File: src/rtl/lo_freq_meter.sv
module lo_freq_meter #(
  parameter int unsigned GATE_CYC = 250_000_000
) (
  input  logic        clk,
  input  logic        rst_n,
  input  logic        sig_in,
  input  logic [1:0]  pre_sel,
  input  logic [1:0]  off_sel,
  input  logic        off_neg,
  output logic [31:0] digits,
  output logic [2:0]  dp_pos,
  output logic        range_err,
  output logic        valid
);
  localparam int ND = 9;
  localparam int CW = 4 * ND;
  localparam int GW = $clog2(GATE_CYC + 1);

  function automatic logic [CW-1:0] bcd_inc(input logic [CW-1:0] v);
    logic c;
    logic [3:0] d;
    c = 1'b1;
    for (int i = 0; i < ND; i++) begin
      d = v[4*i +: 4];
      if (c) begin
        if (d == 4'd9) d = 4'd0;
        else begin d = d + 4'd1; c = 1'b0; end
      end
      bcd_inc[4*i +: 4] = d;
    end
  endfunction

  function automatic logic [CW-1:0] tens_comp(input logic [CW-1:0] v);
    logic c;
    logic [4:0] d;
    c = 1'b1;
    for (int i = 0; i < ND; i++) begin
      d = 5'd9 - {1'b0, v[4*i +: 4]} + {4'd0, c};
      c = (d == 5'd10);
      tens_comp[4*i +: 4] = c ? 4'd0 : d[3:0];
    end
  endfunction

  logic [2:0]    sync;
  logic [GW-1:0] gate_cnt;
  logic [6:0]    pdiv;
  logic [1:0]    pre_q;
  logic          primed;
  logic [CW-1:0] cnt, cnt_n, off_bcd, preload;

  wire       edge_p = sync[1] & ~sync[2];
  wire [6:0] pmax   = (pre_q == 2'd0) ? 7'd0 : (pre_q == 2'd1) ? 7'd9 : 7'd99;
  wire       pulse  = edge_p && (pdiv == pmax);
  wire       term   = (gate_cnt == GW'(GATE_CYC - 1));

  always_comb begin
    off_bcd = '0;
    case (off_sel)
      2'd1: off_bcd = (pre_sel == 2'd0) ? 36'h000455000 :
                      (pre_sel == 2'd1) ? 36'h000045500 : 36'h000004550;
      2'd2: off_bcd = (pre_sel == 2'd0) ? 36'h010700000 :
                      (pre_sel == 2'd1) ? 36'h001070000 : 36'h000107000;
      default: off_bcd = '0;
    endcase
  end

  assign preload = off_neg ? tens_comp(off_bcd) : off_bcd;
  assign cnt_n   = pulse ? bcd_inc(cnt) : cnt;

  always_ff @(posedge clk) begin
    if (!rst_n) begin
      sync      <= '0;
      gate_cnt  <= GW'(GATE_CYC - 1);
      pdiv      <= '0;
      pre_q     <= '0;
      primed    <= 1'b0;
      cnt       <= '0;
      digits    <= '0;
      dp_pos    <= 3'd6;
      range_err <= 1'b0;
      valid     <= 1'b0;
    end else begin
      sync  <= {sync[1:0], sig_in};
      valid <= 1'b0;
      if (term) begin
        gate_cnt <= '0;
        cnt      <= preload;
        pdiv     <= '0;
        pre_q    <= pre_sel;
        primed   <= 1'b1;
        if (primed) begin
          valid     <= 1'b1;
          digits    <= cnt_n[31:0];
          range_err <= (cnt_n[CW-1:32] != 4'd0);
          dp_pos    <= (pre_q == 2'd0) ? 3'd6 : (pre_q == 2'd1) ? 3'd5 : 3'd4;
        end
      end else begin
        gate_cnt <= gate_cnt + 1'b1;
        cnt      <= cnt_n;
        if (edge_p) pdiv <= (pdiv == pmax) ? 7'd0 : pdiv + 7'd1;
      end
    end
  end

  logic bcd_bad;
  always_comb begin
    bcd_bad = 1'b0;
    for (int i = 0; i < 8; i++) if (digits[4*i +: 4] > 4'd9) bcd_bad = 1'b1;
  end

  p_valid_single_r2: assert property (@(posedge clk) disable iff (!rst_n)
    valid |=> !valid);
  p_result_hold_r2: assert property (@(posedge clk) disable iff (!rst_n)
    !valid |-> ($stable(digits) && $stable(range_err) && $stable(dp_pos)));
  p_dp_legal_r5: assert property (@(posedge clk) disable iff (!rst_n)
    dp_pos inside {3'd4, 3'd5, 3'd6});
  p_digits_bcd_r10: assert property (@(posedge clk) disable iff (!rst_n)
    !bcd_bad);
  p_valid_after_term_r1: assert property (@(posedge clk) disable iff (!rst_n)
    valid |-> (gate_cnt == '0 && primed));
endmodule

File: config.mk
export PLATFORM = sky130hd
export DESIGN_NAME = lo_freq_meter
export DESIGN_NICKNAME = d
export VERILOG_FILES = /design/src/rtl/lo_freq_meter.sv
export SDC_FILE = /design/constraint.sdc
export NUM_CORES = 1
export LEC_CHECK = 0
export CAP_MARGIN = 30
export CORE_ASPECT_RATIO = 1.4
export CORE_UTILIZATION = 25
export CTS_CLUSTER_SIZE = 14
export DETAILED_ROUTE_END_ITERATION = 7
export PLACE_DENSITY = 0.45
export SETUP_SLACK_MARGIN = 0.3
export SLEW_MARGIN = 20
export SYNTH_ARGS = -nofsm -noshare
export SYNTH_HDL_FRONTEND = slang
export SYNTH_SLANG_ARGS = --single-unit
File: constraint.sdc
create_clock -name clk -period 4.7 [get_ports clk]
set_clock_uncertainty 0.1 [all_clocks]
set_input_delay 0.705 -clock clk [delete_from_list [all_inputs] [get_ports clk]]
set_output_delay 0.705 -clock clk [all_outputs]
set_load 0.1 [all_outputs]
==> flow_metrics.env <==
export IMPL_fmax_mhz=250.7
export IMPL_ys_ff_latch=113
export IMPL_place_congestion=0.8146
export IMPL_min_period_over_period_pct=84.86
export IMPL_fin_area_um2=6899
export IMPL_clockBufferDepth=2
export IMPL_seq_power_share_pct=34.3
export IMPL_ctsResizeCount=0
export IMPL_clkSinkCount=113
export IMPL_end_kind="flip-flop"
export IMPL_synthFlopType="dfxtp_1"
export IMPL_p_per_area_nw_per_um2=509.7
export IMPL_fp_dieH_um=177.7
export IMPL_grt_pass1_vias=4846
export IMPL_crit_arrival_ns=4.19
export IMPL_finalSetupViolCount=0
export IMPL_synth_warning_count=0
export IMPL_drive_above_1_share_pct=6.742
export IMPL_syn_area_per_cell_um2=8.274
export IMPL_multi_input_area_um2=3032
export IMPL_combinationalPowerShare_pct=22.4
export IMPL_cts_hold_buffers=0
export IMPL_r2r_end="cnt[29]$_SDFF_PN0_"
export IMPL_critPathKind="in -> reg"
export IMPL_drc=0
export IMPL_start_util_pct=25.80
export IMPL_hold_depth=1
export IMPL_nFillCells=2281
export IMPL_finalHoldViolations=0
export IMPL_final_max_slew_viol_count=0
export IMPL_vias_per_cell=4.822
export IMPL_numCtsBuffers=17
export IMPL_async_flop_share_pct=0
export IMPL_regArea_um2=2262
export IMPL_grt_pass1_wl_mm=24.99
export IMPL_cts_tree="built"
export IMPL_r2r_slack_ns=1.39
export IMPL_clock_latency_ns=0.42
export IMPL_io_buffer_count=43
export IMPL_grt_setup_unrepaired="false"
export IMPL_worst_ep_required_time_ns=4.90
export IMPL_holdPathEnd="sync[1]$_SDFF_PN0_"
export IMPL_grt_max_degree=62
export IMPL_p_int_mw=2.412
export IMPL_clk_pin_slew_ns=0.06
export IMPL_antenna_found_initial=0
export IMPL_syn2layout_area_growth_pct=25.20
export IMPL_cts_root_buf="clkbuf_16"
export IMPL_maxCapViolations=0
export IMPL_syn_cell_area_um2=5510
export IMPL_antennaDiodeCount=0
export IMPL_vias=4841
export IMPL_final_min_clock_period_ns=3.989
export IMPL_outcome="completed"
export IMPL_pwr_share_clk_pct=43.3
export IMPL_yosysSeqAreaShare_pct=41.05
export IMPL_worst_path_most_repeated_cell="ha_1"
export IMPL_ant_nets=0
export IMPL_tightest_slew_ns=0.9870
export IMPL_grt_use_total_pct=14.44
export IMPL_dieWidth_um=127.5
export IMPL_start_kind="input port"
export IMPL_core_area_um2=21360
export IMPL_cp_max_fo=8
export IMPL_cts_max_level=4
export IMPL_wl_mm=15.31
export IMPL_synth_cells=666
export IMPL_crit_path_max_incr_delay_ns=0.48
export IMPL_drt_iter0_markers=285
export IMPL_cts_setup_buffers=0
export IMPL_yosysUniqueCellTypes=58
export IMPL_post_dp_cell_area_um2=6201
export IMPL_slowest_stage="clkdlybuf4s50_1"
export IMPL_grt_overflow=0
export IMPL_synth_edf_count=0
export IMPL_worstReg2RegStart="gate_cnt[9]$_SDFF_PN1_"
export IMPL_hold_path_class="reg -> reg"
export IMPL_critical_path_cell_chain="clkdlybuf4s50_1, inv_1, ha_1, nor2b_1, o21ai_0, ha_1, ha_1, nor3_1, ha_1, xor2_1, a21oi_1, o31ai_1, xnor2_1, o221a_2"
export IMPL_drtPass1Iterations=4
export IMPL_rr_worst_depth=6
export IMPL_fin_nets=720
export IMPL_setup_tns_final_ns=0
export IMPL_slew_headroom_pct=34.00
export IMPL_io_pins=45
export IMPL_detailed_place_hpwl_mm=10.90
export IMPL_wl_per_cell_um=15.25
export IMPL_swShare_pct=31.41
export IMPL_netSwitchingPower_mw=1.104
export IMPL_fp_row_count=63
export IMPL_cellLeakagePower_nw=2.440
export IMPL_hp_start="sync[0]$_SDFF_PN0_"
export IMPL_synthesis_nets=687
export IMPL_dieArea_um2=22650
export IMPL_ir_worst_vdd_mv=0.2674
-- critical path, delay by kind of cell --
family | cells | cell delay (ns)
XOR/XNOR | 2 | 0.31
AND/OR/NAND/NOR | 2 | 0.51
buffers and inverters | 2 | 0.53
adder cells (fa/ha/maj) | 4 | 1.27
AO/OA/AOI/OAI | 4 | 0.85
-- power by group through the flow --
stage / Sequential (mW) / Combinational (mW) / Clock, mW
3_5_place_dp: 1.23 / 0.791 / 0
5_1_grt: 1.23 / 0.871 / 1.59
6_report: 1.21 / 0.786 / 1.52
2_1_floorplan: 1.28 / 0.516 / 0
4_1_cts: 1.21 / 0.795 / 1.56
3_3_place_gp: 1.22 / 0.785 / 0
-- through the flow --
stage	instances	power [mW]	setup slack [ns]	hold WS (ns)	utilization (%)
6_report	1004	3.516	0.7114	0.3306	32.30
5_1_grt	1004	3.692	0.4554	0.3765	32.30
4_1_cts	1004	3.557	0.7617	0.3347	32.30
3_5_place_dp	972	2.016	0.3125	0.3211	29.03
3_3_place_gp	972	2.004	0.4163	0.3168	29.03
2_1_floorplan	666	1.799	1.170	0.3119	-
-- worst max-delay path by stage --
stage | slack, ns | startpoint | to
floorplan | 1.17 | off_sel[1] | cnt[20]$_SDFF_PN0_
global placement | 0.42 | off_sel[0] | cnt[20]$_SDFF_PN0_
detailed placement | 0.31 | off_sel[0] | cnt[20]$_SDFF_PN0_
CTS | 0.76 | off_sel[0] | cnt[20]$_SDFF_PN0_
global route | 0.46 | off_sel[0] | cnt[20]$_SDFF_PN0_
finish | 0.71 | off_sel[0] | cnt[20]$_SDFF_PN0_
-- placed cells by master, fill, tap and decap left out, drive strengths merged, types with 7 or more instances in the layout --
cell type      synthesis  layout
dfxtp                113     113
nand2                 67      67
a21oi                 60      60
nor2                  56      56
o21ai                 55      55
clkdlybuf4s50          0      42
nand3                 36      36
xnor2                 24      24
clkbuf                31      24
xor2                  22      22
inv                   17      17
and3                  14      14
a211oi                13      13
ha                    13      13
nor4                  12      12
o211ai                11      11
nor2b                 10      10
mux2i                  9       9
o22ai                  9       9
nor3                   8       8
and2                   7       7
buf                    4       7
-- layout make-up --
cell class              count  area share (%)
repair buffers             49           6.819
clock buffers              24           7.272
clock inverters             8           2.847
inverters                  19           1.034
well taps                 292           5.296
multi-input cells         499           43.94
flip-flops and latches    113           32.79
-- kinds of logic after synthesis --
family	Yosys count	share of synthesized area [%]
simple gates	258	24.68
compound gates	171	18.17
flops	113	41.05
buf+inv	54	3.928
xor+xnor	46	7.311
fa+ha+maj	13	2.952
mux	10	1.839
other cells	1	0.06805
-- state kept, by name (all words and copies together), names as in the netlist --
name	cells
cnt	36
digits	32
gate_cnt	28
pdiv	7
sync	3
dp_pos	2
pre_q	2
primed	1
range_err	1
valid	1
-- cell usage after synthesis, types with 10 or more instances --
library cell	instances	area [um2]
nand3_1	36	180.2
a21oi_1	60	300.3
nand2_1	67	251.5
ha_1	13	162.7
nor2_1	56	210.2
nor4_1	11	68.82
dfxtp_1	113	2262
nor2b_1	10	62.56
clkbuf_1	30	112.6
a211oi_1	13	97.59
inv_1	17	63.81
o211ai_1	11	82.58
o21ai_0	55	275.3
xor2_1	22	192.7
xnor2_1	24	210.2
and3_1	14	87.58
-- layer usage --
metal,global-route usage (%),routed length [um],up-vias
li1,-,-,2451
met1,16.05,6696,2278
met2,25.71,7648,86
met3,3.678,608,26
met4,6.498,357,0
met5,0,0,-
No activity file was read; power rests on OpenSTA's default activity.
